--- src/rtl/sbs_pkg.sv ---
package sbs_pkg;
  typedef enum logic [1:0] {KIND_FILL, KIND_RWB, KIND_SWB} kind_e;
  typedef enum logic [1:0] {LS_INV, LS_SHR, LS_MOD} lstate_e;
  typedef enum logic [1:0] {PH_IDLE, PH_ADDR, PH_DATA, PH_HOLD} phase_e;
endpackage

--- src/rtl/sbs_tag_stub.sv ---
module sbs_tag_stub
  import sbs_pkg::*;
#(
  parameter int LINE_W = 3
) (
  input  logic              clk,
  input  logic              rst_n,
  input  logic [LINE_W-1:0] rd_line_i,
  output lstate_e           rd_state_o,
  input  logic              wa_en_i,
  input  logic [LINE_W-1:0] wa_line_i,
  input  lstate_e           wa_state_i,
  input  logic              wb_en_i,
  input  logic [LINE_W-1:0] wb_line_i,
  input  lstate_e           wb_state_i
);
  localparam int NLINES = 1 << LINE_W;

  lstate_e st_q [NLINES];

  // Port a (cycle completion) wins over port b (snoop lookup).
  always_ff @(posedge clk) begin
    if (!rst_n) begin
      for (int i = 0; i < NLINES; i++) st_q[i] <= (i % 2 == 1) ? LS_MOD : LS_SHR;
    end else begin
      if (wb_en_i) st_q[wb_line_i] <= wb_state_i;
      if (wa_en_i) st_q[wa_line_i] <= wa_state_i;
    end
  end

  assign rd_state_o = st_q[rd_line_i];

  AST_STUB_ONE_WRITER: assert property (@(posedge clk) disable iff (!rst_n)
    !(wa_en_i && wb_en_i && (wa_line_i == wb_line_i)));
endmodule

--- src/rtl/sbs_beat_ctr.sv ---
module sbs_beat_ctr #(
  parameter int BEATS = 4
) (
  input  logic                     clk,
  input  logic                     rst_n,
  input  logic                     ld_i,
  input  logic [$clog2(BEATS)-1:0] ld_val_i,
  input  logic                     inc_i,
  output logic [$clog2(BEATS)-1:0] beat_o,
  output logic                     last_o
);
  localparam int BEAT_W = $clog2(BEATS);
  localparam logic [BEAT_W-1:0] LAST = BEAT_W'(BEATS - 1);

  logic [BEAT_W-1:0] beat_q;

  always_ff @(posedge clk) begin
    if (!rst_n)     beat_q <= '0;
    else if (ld_i)  beat_q <= ld_val_i;
    else if (inc_i) beat_q <= beat_q + 1'b1;
  end

  assign beat_o = beat_q;
  assign last_o = (beat_q == LAST);

  AST_BEAT_NO_WRAP: assert property (@(posedge clk) disable iff (!rst_n)
    inc_i |-> !last_o);
  AST_BEAT_STEP: assert property (@(posedge clk) disable iff (!rst_n)
    (inc_i && !ld_i) |=> (beat_o == $past(beat_o) + 1'b1));
endmodule

--- src/rtl/sbs_snoop_unit.sv ---
module sbs_snoop_unit
  import sbs_pkg::*;
#(
  parameter int LINE_W = 3,
  parameter int WB_GAP = 2
) (
  input  logic              clk,
  input  logic              rst_n,
  input  logic              strobe_i,
  input  logic              inv_i,
  input  logic [LINE_W-1:0] line_i,
  input  logic              open_i,
  input  lstate_e           look_state_i,
  input  logic              wb_done_i,
  output logic [LINE_W-1:0] look_line_o,
  output logic              busy_o,
  output logic              hitm_o,
  output logic              wb_go_o,
  output logic [LINE_W-1:0] hit_line_o,
  output logic              hit_inv_o,
  output logic              upd_en_o,
  output logic [LINE_W-1:0] upd_line_o,
  output lstate_e           upd_state_o
);
  localparam int AGE_W = $clog2(WB_GAP + 1);
  localparam logic [AGE_W-1:0] AGE_MAX = AGE_W'(WB_GAP - 1);

  logic              s1_v_q, s1_inv_q, hitm_q, hit_inv_q, accept;
  logic [LINE_W-1:0] s1_line_q, hit_line_q;
  logic [AGE_W-1:0]  age_q;

  assign accept = strobe_i && open_i && !s1_v_q && !hitm_q;

  always_ff @(posedge clk) begin
    if (!rst_n) begin
      s1_v_q     <= 1'b0;
      s1_line_q  <= '0;
      s1_inv_q   <= 1'b0;
      hitm_q     <= 1'b0;
      hit_line_q <= '0;
      hit_inv_q  <= 1'b0;
      age_q      <= '0;
    end else begin
      s1_v_q <= accept;
      if (accept) begin
        s1_line_q <= line_i;
        s1_inv_q  <= inv_i;
      end
      if (s1_v_q && look_state_i == LS_MOD) begin
        hitm_q     <= 1'b1;
        hit_line_q <= s1_line_q;
        hit_inv_q  <= s1_inv_q;
        age_q      <= '0;
      end else if (wb_done_i) begin
        hitm_q <= 1'b0;
      end else if (hitm_q && age_q < AGE_MAX) begin
        age_q <= age_q + 1'b1;
      end
    end
  end

  assign look_line_o = s1_line_q;
  assign busy_o      = s1_v_q;
  assign hitm_o      = hitm_q;
  assign wb_go_o     = hitm_q && (age_q >= AGE_MAX);
  assign hit_line_o  = hit_line_q;
  assign hit_inv_o   = hit_inv_q;
  assign upd_en_o    = s1_v_q && (look_state_i != LS_MOD) && s1_inv_q;
  assign upd_line_o  = s1_line_q;
  assign upd_state_o = LS_INV;

  AST_HITM_FROM_LOOKUP: assert property (@(posedge clk) disable iff (!rst_n)
    $rose(hitm_q) |-> $past(s1_v_q));
  AST_HITM_HELD: assert property (@(posedge clk) disable iff (!rst_n)
    (hitm_q && !wb_done_i) |=> hitm_q);
  AST_NO_SNOOP_AFTER_HIT: assert property (@(posedge clk) disable iff (!rst_n)
    hitm_q |=> !s1_v_q);
endmodule

--- src/rtl/snoop_backoff_seq.sv ---
module snoop_backoff_seq
  import sbs_pkg::*;
#(
  parameter int LINE_W = 3,
  parameter int BEATS  = 4,
  parameter int WB_GAP = 2
) (
  input  logic                              clk,
  input  logic                              rst_n,
  input  logic                              req_valid_i,
  output logic                              req_ready_o,
  input  logic                              req_wb_i,
  input  logic [LINE_W-1:0]                 req_line_i,
  output logic                              done_o,
  output logic                              bus_ads_o,
  output logic [LINE_W+$clog2(BEATS)+1:0]   bus_addr_o,
  output logic                              bus_wr_o,
  output logic                              bus_cache_o,
  output logic                              bus_oe_o,
  input  logic                              rdy_i,
  input  logic                              backoff_i,
  input  logic                              snp_strobe_i,
  input  logic                              snp_inv_i,
  input  logic [LINE_W-1:0]                 snp_line_i,
  output logic                              hitm_o
);
  localparam int BEAT_W = $clog2(BEATS);

  phase_e            phase_q, phase_d;
  kind_e             kind_q, kind_d, park_kind_q, park_kind_d;
  logic [LINE_W-1:0] line_q, line_d, park_line_q, park_line_d;
  logic [BEAT_W-1:0] park_beat_q, park_beat_d, beat, ctr_val;
  logic              park_v_q, park_v_d, absorb_q, absorb_d, done_q, done_d, bof_q;
  logic              ctr_ld, ctr_inc, last, tag_wr, swb_done, active;
  lstate_e           tag_state, look_state, upd_state;
  logic              s1_busy, hitm, wb_go, hit_inv, upd_en;
  logic [LINE_W-1:0] hit_line, look_line, upd_line;

  sbs_beat_ctr #(.BEATS(BEATS)) u_beat (
    .clk(clk), .rst_n(rst_n), .ld_i(ctr_ld), .ld_val_i(ctr_val),
    .inc_i(ctr_inc), .beat_o(beat), .last_o(last)
  );

  sbs_snoop_unit #(.LINE_W(LINE_W), .WB_GAP(WB_GAP)) u_snoop (
    .clk(clk), .rst_n(rst_n), .strobe_i(snp_strobe_i), .inv_i(snp_inv_i),
    .line_i(snp_line_i), .open_i(phase_q == PH_IDLE || phase_q == PH_HOLD),
    .look_state_i(look_state), .wb_done_i(swb_done), .look_line_o(look_line),
    .busy_o(s1_busy), .hitm_o(hitm), .wb_go_o(wb_go), .hit_line_o(hit_line),
    .hit_inv_o(hit_inv), .upd_en_o(upd_en), .upd_line_o(upd_line),
    .upd_state_o(upd_state)
  );

  sbs_tag_stub #(.LINE_W(LINE_W)) u_tags (
    .clk(clk), .rst_n(rst_n), .rd_line_i(look_line), .rd_state_o(look_state),
    .wa_en_i(tag_wr), .wa_line_i(line_q), .wa_state_i(tag_state),
    .wb_en_i(upd_en), .wb_line_i(upd_line), .wb_state_i(upd_state)
  );

  assign req_ready_o = (phase_q == PH_IDLE) && !backoff_i && !hitm && !s1_busy && !snp_strobe_i;

  always_comb begin
    phase_d     = phase_q;
    kind_d      = kind_q;
    line_d      = line_q;
    park_v_d    = park_v_q;
    park_kind_d = park_kind_q;
    park_line_d = park_line_q;
    park_beat_d = park_beat_q;
    absorb_d    = absorb_q;
    done_d      = 1'b0;
    ctr_ld      = 1'b0;
    ctr_val     = '0;
    ctr_inc     = 1'b0;
    tag_wr      = 1'b0;
    tag_state   = LS_SHR;
    swb_done    = 1'b0;
    unique case (phase_q)
      PH_IDLE: begin
        if (!backoff_i && wb_go) begin
          kind_d  = KIND_SWB;
          line_d  = hit_line;
          ctr_ld  = 1'b1;
          phase_d = PH_ADDR;
        end else if (req_valid_i && req_ready_o) begin
          kind_d  = req_wb_i ? KIND_RWB : KIND_FILL;
          line_d  = req_line_i;
          ctr_ld  = 1'b1;
          phase_d = PH_ADDR;
        end
      end
      PH_ADDR: phase_d = backoff_i ? PH_HOLD : PH_DATA;
      PH_DATA: begin
        if (backoff_i) begin
          phase_d = PH_HOLD;
        end else if (rdy_i) begin
          if (!last) begin
            ctr_inc = 1'b1;
          end else begin
            tag_wr = 1'b1;
            unique case (kind_q)
              KIND_FILL: tag_state = LS_SHR;
              KIND_RWB:  tag_state = LS_INV;
              default:   tag_state = hit_inv ? LS_INV : LS_SHR;
            endcase
            if (kind_q == KIND_SWB) begin
              swb_done = 1'b1;
              done_d   = absorb_q;
              absorb_d = 1'b0;
              if (park_v_q) begin
                kind_d   = park_kind_q;
                line_d   = park_line_q;
                ctr_ld   = 1'b1;
                ctr_val  = park_beat_q;
                park_v_d = 1'b0;
                phase_d  = PH_ADDR;
              end else begin
                phase_d = PH_IDLE;
              end
            end else begin
              done_d  = 1'b1;
              phase_d = PH_IDLE;
            end
          end
        end
      end
      PH_HOLD: begin
        if (!backoff_i && !s1_busy) begin
          if (!hitm) begin
            phase_d = PH_ADDR;
          end else if (wb_go) begin
            phase_d = PH_ADDR;
            if (kind_q == KIND_RWB && line_q == hit_line) begin
              kind_d   = KIND_SWB;
              absorb_d = 1'b1;
              ctr_ld   = 1'b1;
            end else if (kind_q != KIND_SWB) begin
              park_v_d    = 1'b1;
              park_kind_d = kind_q;
              park_line_d = line_q;
              park_beat_d = beat;
              kind_d      = KIND_SWB;
              line_d      = hit_line;
              ctr_ld      = 1'b1;
            end
          end
        end
      end
      default: phase_d = PH_IDLE;
    endcase
  end

  always_ff @(posedge clk) begin
    if (!rst_n) begin
      phase_q     <= PH_IDLE;
      kind_q      <= KIND_FILL;
      line_q      <= '0;
      park_v_q    <= 1'b0;
      park_kind_q <= KIND_FILL;
      park_line_q <= '0;
      park_beat_q <= '0;
      absorb_q    <= 1'b0;
      done_q      <= 1'b0;
      bof_q       <= 1'b0;
    end else begin
      phase_q     <= phase_d;
      kind_q      <= kind_d;
      line_q      <= line_d;
      park_v_q    <= park_v_d;
      park_kind_q <= park_kind_d;
      park_line_q <= park_line_d;
      park_beat_q <= park_beat_d;
      absorb_q    <= absorb_d;
      done_q      <= done_d;
      bof_q       <= backoff_i;
    end
  end

  assign active      = (phase_q == PH_ADDR || phase_q == PH_DATA) && !bof_q;
  assign bus_oe_o    = !bof_q;
  assign bus_ads_o   = (phase_q == PH_ADDR) && !bof_q;
  assign bus_addr_o  = active ? {line_q, beat, 2'b00} : '0;
  assign bus_wr_o    = active && (kind_q != KIND_FILL);
  assign bus_cache_o = active;
  assign hitm_o      = hitm;
  assign done_o      = done_q;

  AST_BOFF_FLOATS: assert property (@(posedge clk) disable iff (!rst_n)
    backoff_i |=> !bus_oe_o);
  AST_FLOAT_QUIET: assert property (@(posedge clk) disable iff (!rst_n)
    !bus_oe_o |-> (!bus_ads_o && !bus_cache_o && !bus_wr_o));
  AST_NO_ADS_UNDER_BOFF: assert property (@(posedge clk) disable iff (!rst_n)
    bus_ads_o |-> $past(!backoff_i));
  AST_WB_GAP_FIRST: assert property (@(posedge clk) disable iff (!rst_n)
    $rose(hitm_o) |-> !bus_ads_o);
  AST_WB_GAP_SECOND: assert property (@(posedge clk) disable iff (!rst_n)
    $rose(hitm_o) |=> !bus_ads_o);
  AST_SWB_UNDER_HITM: assert property (@(posedge clk) disable iff (!rst_n)
    (phase_q != PH_IDLE && kind_q == KIND_SWB) |-> hitm_o);
  AST_DONE_PULSE: assert property (@(posedge clk) disable iff (!rst_n)
    done_o |=> !done_o);
  AST_HOLD_KEEPS_BEAT: assert property (@(posedge clk) disable iff (!rst_n)
    (phase_q == PH_HOLD && backoff_i) |=> $stable(beat));
endmodule

--- config.mk ---
export PLATFORM = sky130hd
export DESIGN_NAME = snoop_backoff_seq
export DESIGN_NICKNAME = d
export VERILOG_FILES = /design/src/rtl/sbs_pkg.sv /design/src/rtl/sbs_tag_stub.sv /design/src/rtl/sbs_beat_ctr.sv /design/src/rtl/sbs_snoop_unit.sv /design/src/rtl/snoop_backoff_seq.sv
export SDC_FILE = /design/constraint.sdc
export NUM_CORES = 1
export LEC_CHECK = 0
export BUFFER_PORTS_ARGS = -buffer_cell sky130_fd_sc_hd__buf_2
export CAP_MARGIN = 20
export CORE_MARGIN = 8
export CORE_UTILIZATION = 50
export DETAILED_ROUTE_END_ITERATION = 8
export PLACE_DENSITY = 0.74
export SLEW_MARGIN = 20
export SYNTH_ARGS = -nofsm -noshare
export SYNTH_HDL_FRONTEND = slang
export SYNTH_SLANG_ARGS = --single-unit
--- constraint.sdc ---
create_clock -name clk -period 4.8 [get_ports clk]
set_input_delay 0.72 -clock clk [delete_from_list [all_inputs] [get_ports clk]]
set_output_delay 0.72 -clock clk [all_outputs]
set_load 0.02 [all_outputs]
==> run metrics, run 1 <==
Critical Path Stages 5; EDFF count, synth 4; PostCTS Resize Cnt 0; CTS Buffer Depth 2; Final Cell Area 2560 um2; total of warnings raised by yosys 0; crit end category output port; Slew @ Worst Pin around 0.8 ns; fillers 416; Max Used Layer met4; Mean Syn Cell Area 9.38 um2; placed cell areas around 2500 um2; critical setup path kind flip-flop to output port; synth unique cells 66; crit path from phase_q[0]; pre-CTS WS 2.35 ns; flops & latches, synth 43; Area Overhead vs Synth 8.67%; slack of the critical path between 2 and 2.5 ns; dpl hpwl ~3800 um; Worst VDD drop between 150 and 200 uV; Core Area 4630 um2; CP cell instances inv_1 -> ha_1 -> nor2b_1 -> and2_1 -> buf_2; die area 7160 um2; CTS tree done; M1 WL 2400 um; ratio of cells with drive above 1 in the final layout a little under a fifth; Slew Limit Fails 0; most numerous cell in the Yosys netlist dfxtp_1; CTS HTree Levels 2; Synth area leaders dfxtp_1 33%, mux2i_1 6.4%, edfxtp_1 5.1%; crit-path max FO 7; Die X between 80 and 90 um; Pleak between 0.9 and 1 nW; Worst-Skew Late Latency roughly 0.30 ns; IO Count 28; Tcrit/Tclk final 57.2%; first-pass GRT wire length 8750 um; Initial Util about half; met3 WL approximately 280 um; DRC errors left 0; critical path endpoint bus_addr_o[4]; setup tns final 0 ns; met2 routed WL around 2400 um; clock slew at reported path FFs 0.08 ns; row count 25; unrepaired setup endpoints after global routing no; Slew HR between 40% and 50%; worst reg2reg startpoint phase_q[0]; CTS root buf clkbuf_8; Cell Area, Synth roughly 2400 um2; Yosys top cell area share approximately 33%; Synth area leader dfxtp_1; R2R setup slack around 2.4 ns; Seq/Total Area, Yosys 38.3%; largest net degree at the start of global routing 30; Worst path top cell family by delay simple AND/OR/NAND/NOR gates; Buffers & Inverters on Critical Path 2; Top FF cell, synth dfxtp_1; Routed Antenna Nets 0; Final Setup Violations 0; Port Buffers 25; worst path required time 4.08 ns; Final Skew around 0.008 ns; Starting DRT DRC Count between 150 and 200; layout net count 290; reg2reg path depth 7; Die H 84.6 um; Critical-path top delay cell nor2b_1; initial antenna violation count 0; Mapped Cells between 200 and 300; PwrDens about 310 nW/um2; clock sink count 43; FFs w/ async S/R, synth 0%; vias in the first global route around 1.8k; commonest cells in the netlist 39 x dfxtp_1, 25 x nor2_1, 15 x mux2i_1, 14 x nor2b_1, 12 x inv_1; Final Hold Vio Count 0; RR Endpoint u_tags.st_q[7][0]; GPL Wtd Cong roughly 0.84; Worst Path Arrival 2.02 ns; Via-to-Cell Ratio ~5.8; CTS Buf Count 5; Routed Wire Length between 5000 and 6000 um; Total GRT Usage between 10% and 20%; hold depth 1; drt pass-1 iters 5; via count between 1.5k and 2k; total power around 0.79 mW; fmax approximately 360 MHz; Max Cap Violations 0; fin crit period approximately 2.7 ns; CTS Hold Bufs 0; Worst Hold Class flip-flop to flip-flop; status finished clean; Largest stage delay, worst path 0.48 ns; Worst Setup Start Kind flip-flop; postcts setup bufs 0; wire per inst approximately 16 um; # diodes 0; GRT Residual Overflow 0
cells by family (layout without fill, tap and decap cells):
logic type | Yosys count | in the layout | synth area share (%)
buffers and inverters | 28 | 45 | 5.48
AO/OA/AOI/OAI | 45 | 45 | 15.4
adder cells (fa/ha/maj) | 8 | 8 | 4.25
XOR/XNOR | 5 | 5 | 1.86
other | 1 | 2 | 0.159
multiplexers | 18 | 18 | 8.29
AND/OR/NAND/NOR | 103 | 103 | 26.3
flip-flops | 43 | 43 | 38.3
metrics by stage:
step / instances / hold slack (ns) / util (%)
final: 323 / 0.458 / 55.2
after global routing: 323 / 0.501 / 55.2
after CTS: 323 / 0.465 / 55.2
after detailed placement: 315 / 0.445 / 53.3
after global placement: 315 / 0.436 / 53.3
after floorplan: 252 / 0.425 / -
how the worst min path moves through the flow:
stage | startpoint | endpoint | slack (ns)
CTS | park_beat_q[1] | u_beat.beat_o[1] | 0.46
floorplan | park_beat_q[1] | u_beat.beat_o[1] | 0.43
detailed placement | park_beat_q[1] | u_beat.beat_o[1] | 0.45
global placement | park_beat_q[0] | u_beat.beat_o[0] | 0.44
finish | park_beat_q[1] | u_beat.beat_o[1] | 0.46
global route | park_beat_q[1] | u_beat.beat_o[1] | 0.50
per-layer routing:
metal  up-vias  track usage (%)
li1        923                -
met4         0             6.96
met2        47             23.1
met1       883             19.2
met5         -                0
met3         7             4.20
worst reg2reg max path, delay by kind of cell (launching register included):
family | cells | cell delay (ns)
flops | 1 | 0.35
simple gates | 4 | 0.99
compound gates | 1 | 0.14
fa+ha+maj | 1 | 0.53
buf+inv | 1 | 0.11
flip-flops by register name, summed over array words and instances, names as in the netlist, 2 cells and up, named ones only:
name and flops:
line_q 3, u_snoop.hit_line_o 3, u_tags.st_q 8, u_snoop.look_line_o 3, park_beat_q 2, park_kind_q 2, u_snoop.age_q 2, park_line_q 3
kind_q 2, phase_q 2, u_beat.beat_o 2
layout by cell type (no fill, tap or decap), drive strengths merged, types with 2 or more instances in the layout:
cell and count:
clkbuf 5, a21oi 6, dfxtp 39, or3 4
o221ai 2, mux2 2, a31oi 2, nor4 2
edfxtp 4, nor2 25, a222oi 3, or4b 3
a22oi 3, xor2 3, o211ai 5, mux2i 15
nor3 5, a21boi 4, inv 14, o21ai 5
a21o 2, nand4 3, and2 9, nand2b 10
xnor2 2, buf 25, and3 2, nand2 11
nor2b 14, or3b 2, ha 8, nand3 6
conb 2, a211oi 3
cell type report:
| cell class | instances | area [um2] | share of cell area [%] |
|---|---|---|---|
| timing repair buffer | 25 | 125 | 4.89 |
| multi-input combinational | 181 | 1330 | 51.9 |
| inverter | 12 | 45.0 | 1.76 |
| sequential | 43 | 901 | 35.2 |
| clock buffer | 5 | 68.8 | 2.69 |
| clock inverter | 3 | 22.5 | 0.881 |
| tap | 54 | 67.6 | 2.64 |
power breakdown:
group          switching [mW]  internal, mW
logic                  0.0837        0.0592
clock network           0.134         0.104
registers              0.0252         0.379
Power figures use the tool's default switching activity.
==> inputs of run 2 (changes only) <==
Settings changed: PLACE_DENSITY 0.74 to 0.77.
Clock period 4.8 ns to 2.4 ns, I/O delays scaled along.
==> run metrics, run 2 (same netlist as run 1, synthesis figures left out) <==
status finished clean (unchanged); postcts setup bufs 0 (unchanged); CTS HTree Levels 2 (unchanged); worst path required time 2.04 ns (was 4.08 ns); Slew @ Worst Pin 0.509 ns (was 0.810 ns); row count 25 (unchanged); Initial Util 50.8% (unchanged); Via-to-Cell Ratio 5.67 (was 5.76); critical path endpoint bus_addr_o[4] (unchanged); total power 1.60 mW (was 0.785 mW); fmax ~470 MHz; Max Used Layer met4 (unchanged); Total GRT Usage 14.9% (was 15.1%); unrepaired setup endpoints after global routing no (unchanged); Port Buffers 25 (unchanged); DRC errors left 0 (unchanged); met2 routed WL 2340 um (was 2420 um); combinational power share 19.1% (was 18.2%); CTS tree done (unchanged); M1 WL 2460 um (was 2400 um); initial antenna violation count 0 (unchanged); CTS Buf Count 5 (unchanged); Seq pwr share 50.4% (was 51.5%); IO Count 28 (unchanged); die area 7160 um2 (unchanged); Tcrit/Tclk final about nine tenths; Routed Antenna Nets 0 (unchanged); layout net count 299 (was 290); fin crit period approximately 2.1 ns; Area Overhead vs Synth 11.7% (was 8.67%); Worst VDD drop 389 uV (was 164 uV); Slew HR 65.6% (was 45.8%); Final Setup Violations 0 (unchanged); most frequent cells in the layout 39 x dfxtp_1, 25 x nor2_1, 25 x buf_2 (unchanged); sw frac 29.5% (was 30.9%); ratio of cells with drive above 1 in the final layout 20.9% (was 18.6%); setup tns final 0 ns (unchanged); largest net degree at the start of global routing 16 (was 30); R2R setup slack 0.28 ns (was 2.39 ns); CTS root buf clkbuf_8 (unchanged); Worst Setup Start Kind flip-flop (unchanged); CTS Buffer Depth 2 (unchanged); via count 1881 (was 1860); Worst-Skew Late Latency 0.30 ns (about the same); Die H 84.6 um (unchanged); GRT Residual Overflow 0 (unchanged); Core Area 4630 um2 (unchanged); final non-filler cell total 332 (was 323); RR Endpoint u_beat.beat_o[1] (was u_tags.st_q[7][0]); Slew Limit Fails 0 (unchanged); Clock power frac 30.6% (was 30.3%); Pleak 1.01 nW (was 0.966 nW); Largest Register u_tags.st_q (unchanged); Routed Wire Length 5130 um (was 5190 um); first-pass GRT wire length 8690 um (was 8750 um); Max Cap Violations 0 (unchanged); Worst Hold Class input pin to flip-flop (was flip-flop to flip-flop); crit-path max FO 4 (was 7); Power Internal 1.13 mW (was 0.543 mW); fillers 439 (was 416); vias in the first global route 1791 (was 1767); Die X 84.6 um (unchanged); clock sink count 43 (unchanged); Starting DRT DRC Count 126 (was 180); CTS Hold Bufs 0 (unchanged); placed cell areas 2530 um2 (was 2470 um2); Final Skew 0.00767 ns (was 0.00784 ns); PostCTS Resize Cnt 0 (unchanged); Largest register FFs 8 (unchanged); worst reg2reg startpoint phase_q[0] (unchanged); Psw 0.471 mW (was 0.243 mW); Final Hold Vio Count 0 (unchanged); reg2reg path depth 8 (was 7); clock slew at reported path FFs 0.08 ns (about the same); Worst Path Arrival 1.77 ns (was 2.02 ns); crit end category output port (unchanged); # diodes 0 (unchanged); GPL Wtd Cong 0.853 (was 0.836); drt pass-1 iters 4 (was 5); Final Cell Area 2630 um2 (was 2560 um2); PwrDens 609 nW/um2 (was 307 nW/um2); met3 WL 276 um (was 279 um); most common cell after layout, fill and taps aside dfxtp_1 (unchanged); dpl hpwl 3870 um (was 3780 um); DP Cell Count 324 (was 315); critical setup path kind flip-flop to output port (unchanged); wire per inst 15.5 um (was 16.1 um); crit path from phase_q[1] (was phase_q[0])
## run 2: changes by cell type in the layout (fill, tap and decap cells not counted), sizes merged
cell / previous run / this run
clkbuf: 5 / 7
clkinvlp: 1 / 0
inv: 14 / 12
buf: 25 / 34
clkinv: 0 / 1
## run 2: final cells by class
type | count | area [um2] | area share [%]
inverter | 12 | 45.0 | 1.71
sequential | 43 | 901 | 34.3
clock buffer | 7 | 86.3 | 3.28
clock inverter | 1 | 8.76 | 0.333
tap | 54 | 67.6 | 2.57
timing repair buffer | 34 | 193 | 7.33
multi-input combinational | 181 | 1330 | 50.5
## run 2: worst min path at each step
stage | startpoint | to | slack (ns) | cells past startpoint
floorplan | park_beat_q[1] | u_beat.beat_o[1] | 0.43 | 1
global placement | park_beat_q[1] | u_beat.beat_o[1] | 0.44 | 1
detailed placement | park_beat_q[1] | u_beat.beat_o[1] | 0.44 | 1
CTS | snp_inv_i | u_snoop.s1_inv_q | 0.30 | 3
global route | snp_inv_i | u_snoop.s1_inv_q | 0.30 | 3
finish | snp_inv_i | u_snoop.s1_inv_q | 0.30 | 3
## run 2: power by group through the flow
| stage | sequential, mW | combinational, mW | clock (mW) |
|---|---|---|---|
| 3_3_place_gp | 0.821 | 0.302 | 0 |
| 4_1_cts | 0.806 | 0.307 | 0.494 |
| 3_5_place_dp | 0.823 | 0.305 | 0 |
| 6_report | 0.806 | 0.305 | 0.489 |
| 2_1_floorplan | 0.795 | 0.240 | 0 |
| 5_1_grt | 0.812 | 0.342 | 0.518 |
## run 2: stage by stage
step                utilization (%)  worst slack, ns  hold slack, ns
finish                         56.8            0.268           0.297
global route                   56.8            0.163           0.296
CTS                            56.8            0.244           0.295
detailed placement             54.7            0.335           0.445
global placement               54.7            0.366           0.440
floorplan                         -            0.450           0.425
## run 2: worst max-delay path: stages (launching register included)
cell	delay, ns
dfxtp_1	0.40
inv_1	0.10
ha_1	0.35
nor2b_1	0.19
buf_4	0.15
and2_1	0.13
buf_2	0.16
## run 2: routing by layer
layer  up-vias  track usage (%)
met3         7             3.71
met2        50             23.3
met1       885             19.5
met4         0             4.69
li1        939                -
met5         -                0
==> inputs of run 3 (changes only) <==
==> constraint.sdc (replaced) <==
create_clock -name clk -period 2.4 [get_ports clk]
set_input_delay 0.24 -clock clk [delete_from_list [all_inputs] [get_ports clk]]
set_output_delay 0.24 -clock clk [all_outputs]
set_load 0.02 [all_outputs]
==> run metrics, run 3 (same netlist as run 1, synthesis figures left out) <==
Final Hold Vio Count 0 (unchanged); Worst path top cell family by delay simple AND/OR/NAND/NOR gates (was buffers and inverters); Starting DRT DRC Count 104 (was 126); crit-path max FO 7 (was 4); via count 1867 (was 1881); CTS HTree Levels 2 (unchanged); Final Skew 0.00622 ns (was 0.00767 ns); drt pass-1 iters 4 (unchanged); setup tns final 0 ns (unchanged); Largest register FFs 8 (unchanged); Final Setup Violations 0 (unchanged); Tcrit/Tclk final 94.4% (was 88.8%); Worst Setup Start Kind flip-flop (unchanged); Die H 84.6 um (unchanged); Largest stage delay, worst path 0.49 ns (was 0.40 ns); wire per inst 15.7 um (was 15.5 um); Seq pwr share 51.9% (was 50.4%); CP cell instances inv_1 -> ha_1 -> nor2b_1 -> and2_1 -> buf_2 (was inv_1 -> ha_1 -> nor2b_1 -> buf_4 -> and2_1 -> buf_2); Critical-path top delay cell nor2b_1 (was dfxtp_1); CTS Hold Bufs 0 (unchanged); clock slew at reported path FFs 0.08 ns (about the same); Via-to-Cell Ratio 5.71 (was 5.67); Psw 0.470 mW (was 0.471 mW); largest net degree at the start of global routing 16 (unchanged); Area Overhead vs Synth 9.68% (was 11.7%); GRT Residual Overflow 0 (unchanged); Core Area 4630 um2 (unchanged); Routed Antenna Nets 0 (unchanged); crit end category output port (unchanged); Buffers & Inverters on Critical Path 2 (was 3); ratio of cells with drive above 1 in the final layout 19.4% (was 20.9%); PostCTS Resize Cnt 0 (unchanged); fmax 441 MHz (was 469 MHz); Total GRT Usage 15.0% (was 14.9%); GPL Wtd Cong 0.819 (was 0.853); most common cell after layout, fill and taps aside dfxtp_1 (unchanged); layout net count 294 (was 299); CTS Buf Count 5 (unchanged); CTS Buffer Depth 2 (unchanged); most frequent cells in the layout 39 x dfxtp_1, 25 x nor2_1, 25 x buf_2 (unchanged); Worst-Skew Late Latency 0.30 ns (about the same); Worst VDD drop 316 uV (was 389 uV); worst path required time 2.16 ns (was 2.04 ns); Clock power frac 29.4% (was 30.6%); Die X 84.6 um (unchanged); Slew @ Worst Pin 0.558 ns (was 0.509 ns); CTS tree done (unchanged); Slew HR 62.7% (was 65.6%); vias in the first global route 1806 (was 1791); DRC errors left 0 (unchanged); clock sink count 43 (unchanged); Pleak 0.981 nW (was 1.01 nW); M1 WL 2420 um (was 2460 um); initial antenna violation count 0 (unchanged); sw frac 30.2% (was 29.5%); fin crit period 2.27 ns (was 2.13 ns); Slew Limit Fails 0 (unchanged); first-pass GRT wire length 8670 um (was 8690 um); Initial Util 50.8% (unchanged); PwrDens 602 nW/um2 (was 609 nW/um2); fillers 429 (was 439); Largest Register u_tags.st_q (unchanged); unrepaired setup endpoints after global routing no (unchanged); # diodes 0 (unchanged); status finished clean (unchanged); critical setup path kind flip-flop to output port (unchanged); combinational power share 18.7% (was 19.1%); die area 7160 um2 (unchanged); Routed Wire Length 5140 um (was 5130 um); row count 25 (unchanged); Port Buffers 25 (unchanged); Max Cap Violations 0 (unchanged); dpl hpwl 3800 um (was 3870 um); Worst Path Arrival 2.03 ns (was 1.77 ns); CTS root buf clkbuf_8 (unchanged); postcts setup bufs 0 (unchanged); Worst Hold Class input pin to flip-flop (unchanged); DP Cell Count 319 (was 324); met2 routed WL 2370 um (was 2340 um); final non-filler cell total 327 (was 332); Power Internal 1.08 mW (was 1.13 mW); Max Used Layer met4 (unchanged); met3 WL 272 um (was 276 um); IO Count 28 (unchanged)
## run 3: stage by stage
stage               hold slack (ns)  util, %  power, mW  setup slack, ns  cell area (um2)
floorplan                     0.387        -       1.03            0.450             2360
global placement              0.444     53.9       1.11            0.367             2500
detailed placement            0.445     53.9       1.12            0.321             2500
CTS                           0.176     55.8       1.56            0.134             2580
global route                  0.167     55.8       1.63           0.0155             2580
finish                        0.180     55.8       1.55            0.135             2580
## run 3: layout make-up
cell class,count,area [um2],area share [%]
clock inverters,2,12.5,0.485
inverters,12,45.0,1.75
repair buffers,29,155,6.01
multi-input cells,181,1330,51.4
flip-flops and latches,43,901,34.9
clock buffers,6,72.6,2.81
well taps,54,67.6,2.62
## run 3: power by group through the flow
stage / Clock [mW] / Combinational [mW] / Sequential, mW
detailed placement: 0 / 0.292 / 0.823
global placement: 0 / 0.287 / 0.822
floorplan: 0 / 0.240 / 0.795
finish: 0.457 / 0.291 / 0.807
CTS: 0.463 / 0.293 / 0.806
global route: 0.494 / 0.323 / 0.813
## run 3: worst paths after layout
kind,end,slack (ns),depth (start not counted),from
worst max-delay path,bus_addr_o[4],0.13,5,phase_q[1]
worst min-delay path,u_snoop.s1_inv_q,0.18,3,snp_inv_i
worst min register to register,u_beat.beat_o[1],0.46,1,park_beat_q[1]
worst max register to register,u_beat.beat_o[1],0.30,8,phase_q[0]
## run 3: layer usage
metal	vias up	global-route usage, %
met5	-	0
met4	0	6.31
met3	6	3.90
met2	51	24.3
met1	879	18.3
li1	931	-
## run 3: tightest hold or removal path, delay by kind of cell
family | cells | cell delay (ns)
multiplexers | 1 | 0.05
AND/OR/NAND/NOR | 1 | 0.07
buffers and inverters | 1 | 0.08
